<file path="src/rtl/safemode_pkg.sv">
package safemode_pkg;

  typedef enum logic [1:0] {
    MD_PWRDN = 2'd0,
    MD_STBY  = 2'd1,
    MD_SAFE  = 2'd2,
    MD_NORM  = 2'd3
  } mode_e;

  // Window length in clocks for a 2-bit selection code.
  function automatic int unsigned pick_window(input logic [1:0] sel,
                                              input int unsigned w0,
                                              input int unsigned w1,
                                              input int unsigned w2,
                                              input int unsigned w3);
    case (sel)
      2'd0:    return w0;
      2'd1:    return w1;
      2'd2:    return w2;
      default: return w3;
    endcase
  endfunction

  function automatic int unsigned max4(input int unsigned a, input int unsigned b,
                                       input int unsigned c, input int unsigned d);
    int unsigned m;
    m = a;
    if (b > m) m = b;
    if (c > m) m = c;
    if (d > m) m = d;
    return m;
  endfunction

endpackage

</file>
<file path="src/rtl/safemode_wdog.sv">
module safemode_wdog
  import safemode_pkg::*;
#(
  parameter int unsigned WIN0 = 2000,
  parameter int unsigned WIN1 = 10000,
  parameter int unsigned WIN2 = 50000,
  parameter int unsigned WIN3 = 200000
) (
  input  logic       clk,
  input  logic       rst_n,
  input  logic       run,
  input  logic       kick,
  input  logic [1:0] sel,
  output logic       expired
);

  localparam int unsigned WMAX = max4(WIN0, WIN1, WIN2, WIN3);
  localparam int         CW   = $clog2(WMAX + 1);

  logic [CW-1:0] cnt;
  logic [CW-1:0] limit;
  logic          at_end;

  assign limit   = CW'(pick_window(sel, WIN0, WIN1, WIN2, WIN3));
  assign at_end  = ({1'b0, cnt} + (CW+1)'(1)) >= {1'b0, limit};
  assign expired = run && !kick && at_end;

  always_ff @(posedge clk or negedge rst_n) begin
    if (!rst_n)              cnt <= '0;
    else if (!run || kick)   cnt <= '0;
    else if (!at_end)        cnt <= cnt + CW'(1);
  end

  // counter stays inside the largest window
  a_r5_cnt_bound: assert property (@(posedge clk) disable iff (!rst_n)
    {1'b0, cnt} <= (CW+1)'(WMAX));

  // an idle counter is parked at zero
  a_r5_idle_zero: assert property (@(posedge clk) disable iff (!rst_n)
    !run |=> (!run -> cnt == '0));

endmodule

</file>
<file path="src/rtl/safemode_fsm.sv">
module safemode_fsm
  import safemode_pkg::*;
(
  input  logic  clk,
  input  logic  rst_n,
  input  logic  supply_ok,
  input  logic  en_pin,
  input  logic  sw_evt,
  input  logic  stuck_lo,
  input  logic  tmo_hit,
  input  logic  lh_wr,
  input  logic  lh_val,
  input  logic  stat_rd,
  output mode_e mode_q,
  output logic  lh_q,
  output logic  rst_flag_q,
  output logic  clr_q
);

  mode_e nxt_mode;
  logic  nxt_lh;
  logic  set_rst;
  logic  clr_req;

  always_comb begin
    nxt_mode = mode_q;
    nxt_lh   = lh_q;
    set_rst  = 1'b0;
    clr_req  = 1'b0;
    if (!supply_ok) begin
      nxt_mode = MD_PWRDN; nxt_lh = 1'b0; set_rst = 1'b1; clr_req = 1'b1;
    end else if (!en_pin) begin
      nxt_mode = MD_STBY;  nxt_lh = 1'b0; set_rst = 1'b1; clr_req = 1'b1;
    end else begin
      case (mode_q)
        MD_PWRDN, MD_STBY: nxt_mode = MD_SAFE;
        default: begin
          if (sw_evt) begin
            nxt_mode = MD_SAFE; nxt_lh = 1'b0; set_rst = 1'b1; clr_req = 1'b1;
          end else if (stuck_lo || tmo_hit) begin
            nxt_mode = MD_SAFE; nxt_lh = 1'b0;
          end else if (lh_wr) begin
            nxt_lh   = lh_val;
            nxt_mode = lh_val ? MD_NORM : MD_SAFE;
          end
        end
      endcase
    end
  end

  always_ff @(posedge clk or negedge rst_n) begin
    if (!rst_n) begin
      mode_q     <= MD_PWRDN;
      lh_q       <= 1'b0;
      rst_flag_q <= 1'b1;
      clr_q      <= 1'b1;
    end else begin
      mode_q <= nxt_mode;
      lh_q   <= nxt_lh;
      clr_q  <= clr_req;
      if (set_rst)      rst_flag_q <= 1'b1;
      else if (stat_rd) rst_flag_q <= 1'b0;
    end
  end

  logic awake, active;
  assign awake  = supply_ok && en_pin;
  assign active = (mode_q == MD_SAFE) || (mode_q == MD_NORM);

  a_r1_pwrdn: assert property (@(posedge clk) disable iff (!rst_n)
    !supply_ok |=> (mode_q == MD_PWRDN) && clr_q && !lh_q);

  a_r2_stby: assert property (@(posedge clk) disable iff (!rst_n)
    supply_ok && !en_pin |=> (mode_q == MD_STBY) && clr_q && !lh_q);

  a_r3_wake: assert property (@(posedge clk) disable iff (!rst_n)
    awake && !active |=> (mode_q == MD_SAFE));

  a_r4_norm_has_lh: assert property (@(posedge clk) disable iff (!rst_n)
    (mode_q == MD_NORM) |-> lh_q);

  a_r5_timeout_exit: assert property (@(posedge clk) disable iff (!rst_n)
    awake && tmo_hit |=> (mode_q == MD_SAFE) && !lh_q);

  a_r6_swrst: assert property (@(posedge clk) disable iff (!rst_n)
    awake && active && sw_evt |=> (mode_q == MD_SAFE) && rst_flag_q && clr_q && !lh_q);

  a_r7_stuck_keeps_flag: assert property (@(posedge clk) disable iff (!rst_n)
    awake && active && stuck_lo && !sw_evt
      |=> (mode_q == MD_SAFE) && !lh_q && (rst_flag_q == $past(rst_flag_q)));

  a_r10_set_beats_clear: assert property (@(posedge clk) disable iff (!rst_n)
    awake && active && sw_evt && stat_rd |=> rst_flag_q);

endmodule

</file>
<file path="src/rtl/safemode_ctrl.sv">
module safemode_ctrl
  import safemode_pkg::*;
#(
  parameter int unsigned WIN0     = 2000,
  parameter int unsigned WIN1     = 10000,
  parameter int unsigned WIN2     = 50000,
  parameter int unsigned WIN3     = 200000,
  parameter int          AW       = 6,
  parameter logic [AW-1:0] RST_ADDR = 6'h3F
) (
  input  logic          clk,
  input  logic          rst_n,
  input  logic          supply_ok,
  input  logic          en_pin,
  input  logic          lh_wr,
  input  logic          lh_val,
  input  logic          cs_rise,
  input  logic          swrst_req,
  input  logic          rd_stb,
  input  logic [AW-1:0] rd_addr,
  input  logic          status_rd,
  input  logic          sdi_stuck_lo,
  input  logic [1:0]    tmo_sel,
  output logic [1:0]    mode,
  output logic          reg_clear,
  output logic          out_release,
  output logic          lh_pin,
  output logic          lh_bit,
  output logic          rst_flag,
  output logic          sync_force_hi,
  output logic          tmo_evt
);

  mode_e mode_q;
  logic  sw_evt;
  logic  tmo_hit;
  logic  in_norm;

  assign sw_evt  = swrst_req || (rd_stb && (rd_addr == RST_ADDR));
  assign in_norm = (mode_q == MD_NORM);

  safemode_wdog #(.WIN0(WIN0), .WIN1(WIN1), .WIN2(WIN2), .WIN3(WIN3)) u_wdog (
    .clk     (clk),
    .rst_n   (rst_n),
    .run     (in_norm),
    .kick    (cs_rise),
    .sel     (tmo_sel),
    .expired (tmo_hit)
  );

  safemode_fsm u_fsm (
    .clk        (clk),
    .rst_n      (rst_n),
    .supply_ok  (supply_ok),
    .en_pin     (en_pin),
    .sw_evt     (sw_evt),
    .stuck_lo   (sdi_stuck_lo),
    .tmo_hit    (tmo_hit),
    .lh_wr      (lh_wr),
    .lh_val     (lh_val),
    .stat_rd    (status_rd),
    .mode_q     (mode_q),
    .lh_q       (lh_bit),
    .rst_flag_q (rst_flag),
    .clr_q      (reg_clear)
  );

  assign mode          = mode_q;
  assign lh_pin        = in_norm;
  assign out_release   = !in_norm;
  assign sync_force_hi = (mode_q == MD_SAFE);
  assign tmo_evt       = tmo_hit;

  // pin levels are mutually consistent with the mode
  a_r8_pins: assert property (@(posedge clk) disable iff (!rst_n)
    $onehot0({lh_pin, sync_force_hi}) && (lh_pin != out_release));

  // expiry only happens in normal mode
  a_r5_evt_in_norm: assert property (@(posedge clk) disable iff (!rst_n)
    tmo_evt |-> lh_bit && lh_pin);

endmodule

</file>
<file path="config.mk">
export PLATFORM = sky130hd
export DESIGN_NAME = safemode_ctrl
export DESIGN_NICKNAME = d
export VERILOG_FILES = /design/src/rtl/safemode_pkg.sv /design/src/rtl/safemode_wdog.sv /design/src/rtl/safemode_fsm.sv /design/src/rtl/safemode_ctrl.sv
export SDC_FILE = /design/constraint.sdc
export NUM_CORES = 1
export LEC_CHECK = 0
export ABC_AREA = 1
export BUFFER_PORTS_ARGS = -buffer_cell sky130_fd_sc_hd__buf_2
export CORE_MARGIN = 4
export CORE_UTILIZATION = 53
export CTS_BUF_LIST = sky130_fd_sc_hd__clkbuf_4
export DETAILED_ROUTE_END_ITERATION = 8
export GPL_TIMING_DRIVEN = 0
export PLACE_DENSITY = 0.84
export SLEW_MARGIN = 40
export SYNTH_ARGS = -nofsm -noshare
export SYNTH_HDL_FRONTEND = slang
export SYNTH_SLANG_ARGS = --single-unit
export TNS_END_PERCENT = 30
</file>
<file path="constraint.sdc">
create_clock -name clk -period 2.8 [get_ports clk]
set_clock_uncertainty 0.1 [all_clocks]
set_input_delay 0.14 -clock clk [delete_from_list [all_inputs] [get_ports clk]]
set_output_delay 0.14 -clock clk [all_outputs]
set_load 0.05 [all_outputs]
</file>
# Yosys cells after proc, flatten, opt, wreduce, memory -nomap -nowiden
# Index checks and enable logic that the tools add are counted.
# totals
ff_bits	23
latch_bits	0
ramBits	0
mem_bits_ro	0
inputBits	19
out_inout_bits	9
elab_cells	53
n_memories	0
# op_classes
n_addsub	2
mul	0
div	0
magnitude_cmp	1
n_eq_ne	10
n_shift	0
muxes	22
bitwise_logic	0
reduce_logical	13
# ops
cell	count
$pmux W18 S3	1
$mux W18	2
$add A18 B1 Y19 const B	1
$ge A19 B18 Y1	1
$add A18 B1 Y18 const B	1
$mux W1	13
$mux W2	6
$eq A2 B2 Y1 const B	3
$eq A6 B6 Y1 const B	1
$ne A6 B2 Y1 const B	1
$ne A5 B2 Y1 const B	1
$eq A2 B1 Y1 const B	2
$logic_not A2 Y1	2
$logic_and A1 B1 Y1	3
$logic_or A1 B1 Y1	3
$ne A3 B3 Y1 const B	1
$logic_not A1 Y1	2
$ne A2 B2 Y1 const B	1
$reduce_and A2 Y1	1
$reduce_bool A2 Y1	1
$reduce_or A2 Y1	1

# Depth between registers and ports, before layout
# depth
depth_word	10
ltp_mapped	24
ltp_nobuf	24

# Cells and area by module
# From an unflattened synthesis, not the netlist that was laid out.
# unflattened
cells_unflattened	289
hier_area_um2	1974.4
# modules_own_cells
module	n_inst	cells_per_inst	area_per_inst_um2	seq_area_each_um2
safemode_wdog	1	238	1640.3	450.4
safemode_fsm	1	38	285.3	127.6
safemode_ctrl	1	13	48.8	0.0

# Worst setup path before layout
# No wires, ideal clock.
# synth_path
path_type	reg2reg
from	register u_wdog.cnt[1]
to	register u_wdog.cnt[10]
setup_time_ps	66
arrival_time_ps	2805
required_ps	2634
slack_ps	-172
stages_incl_launch_ff	23
path_buffers	0
period_less_slack_ps	2972
cell_sequence	dfrtp_1 ha_1 nand2_2 nor2_4 nand3_1 nor2_1 xor2_1 inv_1 ha_1 nand2_1 nor2_1 nand2_1 nor2_1 nand2_1 nor2_1 nand3_1 nand2_1 inv_1 nand3_2 nand2_4 inv_1 nand2_1 nand2_1
# synth_via
elab_chain_cells	3
elab_cells_between_ends	6
classes_between	add/sub (2); order compare (1); eq/ne (1); mux (2)
# synth_rtl
item	line_no	source
start: declaration	safemode_wdog.sv:20	logic [CW-1:0] cnt;
start signal: assignment	safemode_wdog.sv:31	else if (!at_end) cnt <= cnt + CW'(1);
$add A18 B1 Y19 / $add A18 B1 Y18 (equally long branches)	safemode_wdog.sv:25, safemode_wdog.sv:31	
$ge A19 B18 Y1 / $mux W18 (equally long branches)	safemode_wdog.sv:25, safemode_wdog.sv:31	
$ne A2 B2 Y1 (no source line) / $mux W18 (equally long branches)	n/a	
# Several ways; a longest one is shown, not always the timed one. The select of a mux whose other input is x is not followed.
# A chain may end at the register's enable or synchronous reset.

# Worst setup path after layout
# layout_path
from	register u_wdog.cnt[0]
to	output port tmo_evt
# layout_via
elab_chain_cells	3
# layout_rtl
item	line_no	source
$add A18 B1 Y19	safemode_wdog.sv:25	assign at_end = ({1'b0, cnt} + (CW+1)'(1)) >= {1'b0, limit};
$ge A19 B18 Y1	safemode_wdog.sv:25	
$logic_and A1 B1 Y1	safemode_wdog.sv:26	assign expired = run && !kick && at_end;
end: declaration	safemode_ctrl.sv:31	output logic tmo_evt
# Every way passes these cells.

==> run metrics <==
Setup Viol. Count Final=21; violated checks=negative setup slack; clock sink count=23; clk root buf=clkbuf_4; largest net degree at the start of global routing=24; status=finished with violations; area occupied by multi-input gates=roughly 1100 um2; WP data required=~2.6 ns; drt initial violations=110; Slew headroom=between 60% and 70%; slowest CP cell=dfrtp_1; critical path class=flop to primary output; total track usage=between 20% and 30%; syn_nets=roughly 290; power density cells=around 260 nW/um2; fin cells=358; Port Buffers=27; Final ANT Viol Nets=0; TritonCTS Buffers=3; Worst Path Buf+Inv=5; setup slack, reg-to-reg=-0.65 ns; HPWL after detailed placement=around 3200 um; Hold Path Class=input pin to flop; layout cell share with drive strength beyond 1=between 20 and 30%; synthesized area=1820 um2; Via density=about 5.2; Residual DRC=0; Worst Hold End=u_fsm.lh_q; Max Cap Violations=0; arrival time worst endpoint=approximately 3.2 ns; Seq cells post-synth=23; RD Place Congestion=~0.86; Final Instance Area=2320 um2; R2R cell count=25; drt wl/cell=around 13 um; grt ovf=0; ANT cells=0; cells after synthesis=roughly 260; RSZ-0062 raised after global routing=yes; Clock power frac=28.5%; Chip Height=between 60 and 70 um; Worst Tran Pin Value=~0.54 ns; first-pass GRT wire length=around 7800 um; via count=between 1500 and 2000; RR Startpoint=u_wdog.cnt[0]; DP Area=2020 um2; initial antenna violation count=0; most used cell, CP=nand2_1; width of the chip=66.5 um; CP Max Fanout=4; htree depth=1; post-synthesis sequential area ratio=a little under a third; mean post-synth cell area=about 7 um2; insertion delay to the later sink of the worst-skew pair=0.32 ns; Tcrit/Tclk final=124%; leakage power=~1.3 nW; Filler cells=around 240; Initial DRT Pass Iterations=5; Slew Viols, Final=0; CP Launch Type=flop; maximum vdd ir drop=roughly 0.24 mV; CTS tree=built; Initial Util=between 50% and 60%; hold path cells=3; Ys Warns=0; Longest Clk Path Bufs=2; I/O Pins=28; Psw=roughly 0.17 mW; final hold violation count=0; Tmin final=roughly 3.5 ns; Post-Place Cells=330; Int Power=around 0.43 mW; power share of the combinational group=14.7%; clock-pin slew on the worst setup and hold paths=about 0.13 ns; Synth-to-Final Area Change=27.5%; worst r2r dst=u_wdog.cnt[8]; CP endpoint kind=primary output; hold path startpoint=lh_wr; number of cell rows=20; Final WS setup=-0.663 ns; Total Wirelength=between 4000 and 5000 um; Net count, final=347; fmax=a little under 0.3 GHz; final core utilization=roughly 73%; crit-path cells=buf_4 -> ha_4 -> nand2_2 -> nor2_4 -> buf_4 -> nand2_1 -> nor2_1 -> xor2_1 -> ha_1 -> nand2_1 -> nor2_1 -> nand2_1 -> nor2_1 -> nand2_1 -> nor2_2 -> nand3_1 -> nand2_1 -> inv_1 -> nand3_2 -> nand2_4 -> clkinvlp_4 -> buf_8; core area=3150 um2; vias in the first global route=1699; Synth cell types=26; Reg area=578 um2; sw frac=27.6%; Max stage delay on crit path=0.40 ns; die area=4430 um2; Sequential Power Share=approximately 57%; delay-heaviest family, CP=simple AND/OR/NAND/NOR gates
-- stage by stage --
step	setup TNS (ns)	worst slack, ns	total power [mW]	hold WS (ns)
after CTS	-13.51	-0.727	0.600	0.0173
after detailed placement	-11.32	-0.658	0.427	0.0489
final	-12.48	-0.663	0.600	0.0163
after global placement	-10.38	-0.616	0.425	0.0374
after floorplan	-0.184	-0.0732	0.395	-0.256
after global routing	-17.21	-0.884	0.627	0.0575
-- registers in the layout, summed over array words and instances, names as in the netlist --
register and cells:
u_wdog.cnt 18, u_fsm.mode_q 2, u_fsm.clr_q 1, u_fsm.lh_q 1, u_fsm.rst_flag_q 1
-- cells in the final DEF (no fill, tap or decap), types with 5 or more instances in the layout --
cell / count
buf_2: 27
buf_4: 18
dfrtp_1: 21
ha_1: 12
inv_1: 44
nand2_1: 63
nand3_1: 24
nand4_1: 5
nor2_1: 24
nor2_2: 5
o21ai_0: 5
o21ai_1: 11
o21ai_2: 6
xor2_1: 9
-- per-layer routing --
metal | GRT usage (%) | wire [um]
met1 | 33.0 | 2010
met4 | 10.4 | 141
met5 | 0 | 0
met2 | 36.8 | 2230
met3 | 1.85 | 361
-- logic make-up (layout without fill, tap and decap cells) --
group,Yosys count,after routing,synth area share (%)
adders and majority gates,13,13,8.95
DFF,23,23,31.8
AOI/OAI and AO/OA,26,26,8.61
and+or+nand+nor,136,136,34.0
buffers and inverters,51,106,11.8
xor gates and xnor gates,10,10,4.82
-- area by class of cell --
class | count | share of cell area, %
flip-flops and latches | 23 | 25.0
plain buffers | 4 | 1.78
repair buffers | 51 | 14.5
well taps | 44 | 2.38
inverters | 47 | 7.78
clock buffers | 4 | 1.30
multi-input cells | 185 | 47.3
-- cells in the mapped netlist, drive strengths merged --
master / instances / area, um2
a21o: 1 / 7.51
a21oi: 2 / 10.0
a31oi: 1 / 6.26
buf: 4 / 37.5
dfrtp: 21 / 526
dfstp: 2 / 52.6
ha: 13 / 163
inv: 47 / 176
nand2: 67 / 264
nand3: 28 / 155
nand3b: 3 / 22.5
nand4: 5 / 31.3
nor2: 30 / 123
nor3: 2 / 10.0
nor4: 1 / 12.5
o21ai: 22 / 133
xor2: 10 / 87.6
-- power by group through the flow --
stage                     clock [mW]  combinational [mW]  sequential, mW
final                          0.171              0.0880           0.341
after global routing           0.187              0.0991           0.341
after CTS                      0.173              0.0860           0.340
after detailed placement           0              0.0805           0.347
after global placement             0              0.0787           0.347
after floorplan                    0              0.0345           0.360
-- worst max path at each step --
stage / start / end / depth (start not counted)
after global routing: u_wdog.cnt[2] / tmo_evt / 22
final: u_wdog.cnt[0] / tmo_evt / 22
after CTS: u_wdog.cnt[1] / tmo_evt / 21
after detailed placement: u_wdog.cnt[0] / tmo_evt / 21
after global placement: u_wdog.cnt[0] / tmo_evt / 21
after floorplan: u_wdog.cnt[0] / u_wdog.cnt[10] / 22
-- tightest hold or removal path: stages --
cell and delay [ns]:
buf_2 0.09, o21ai_0 0.07, o21ai_1 0.11
-- timing repair --
action / 4_1_cts / 5_1_grt
endpoints found under the hold margin: 24 / 0
hold buffers: 4 / 0
setup endpoints to repair: 21 / 21
setup buffers: 16 / 4
pin swaps: 8 / 20
gates resized for setup: 9 / 9
cloned: 1 / 0
Note: power is estimated with default switching activity, not from simulation.
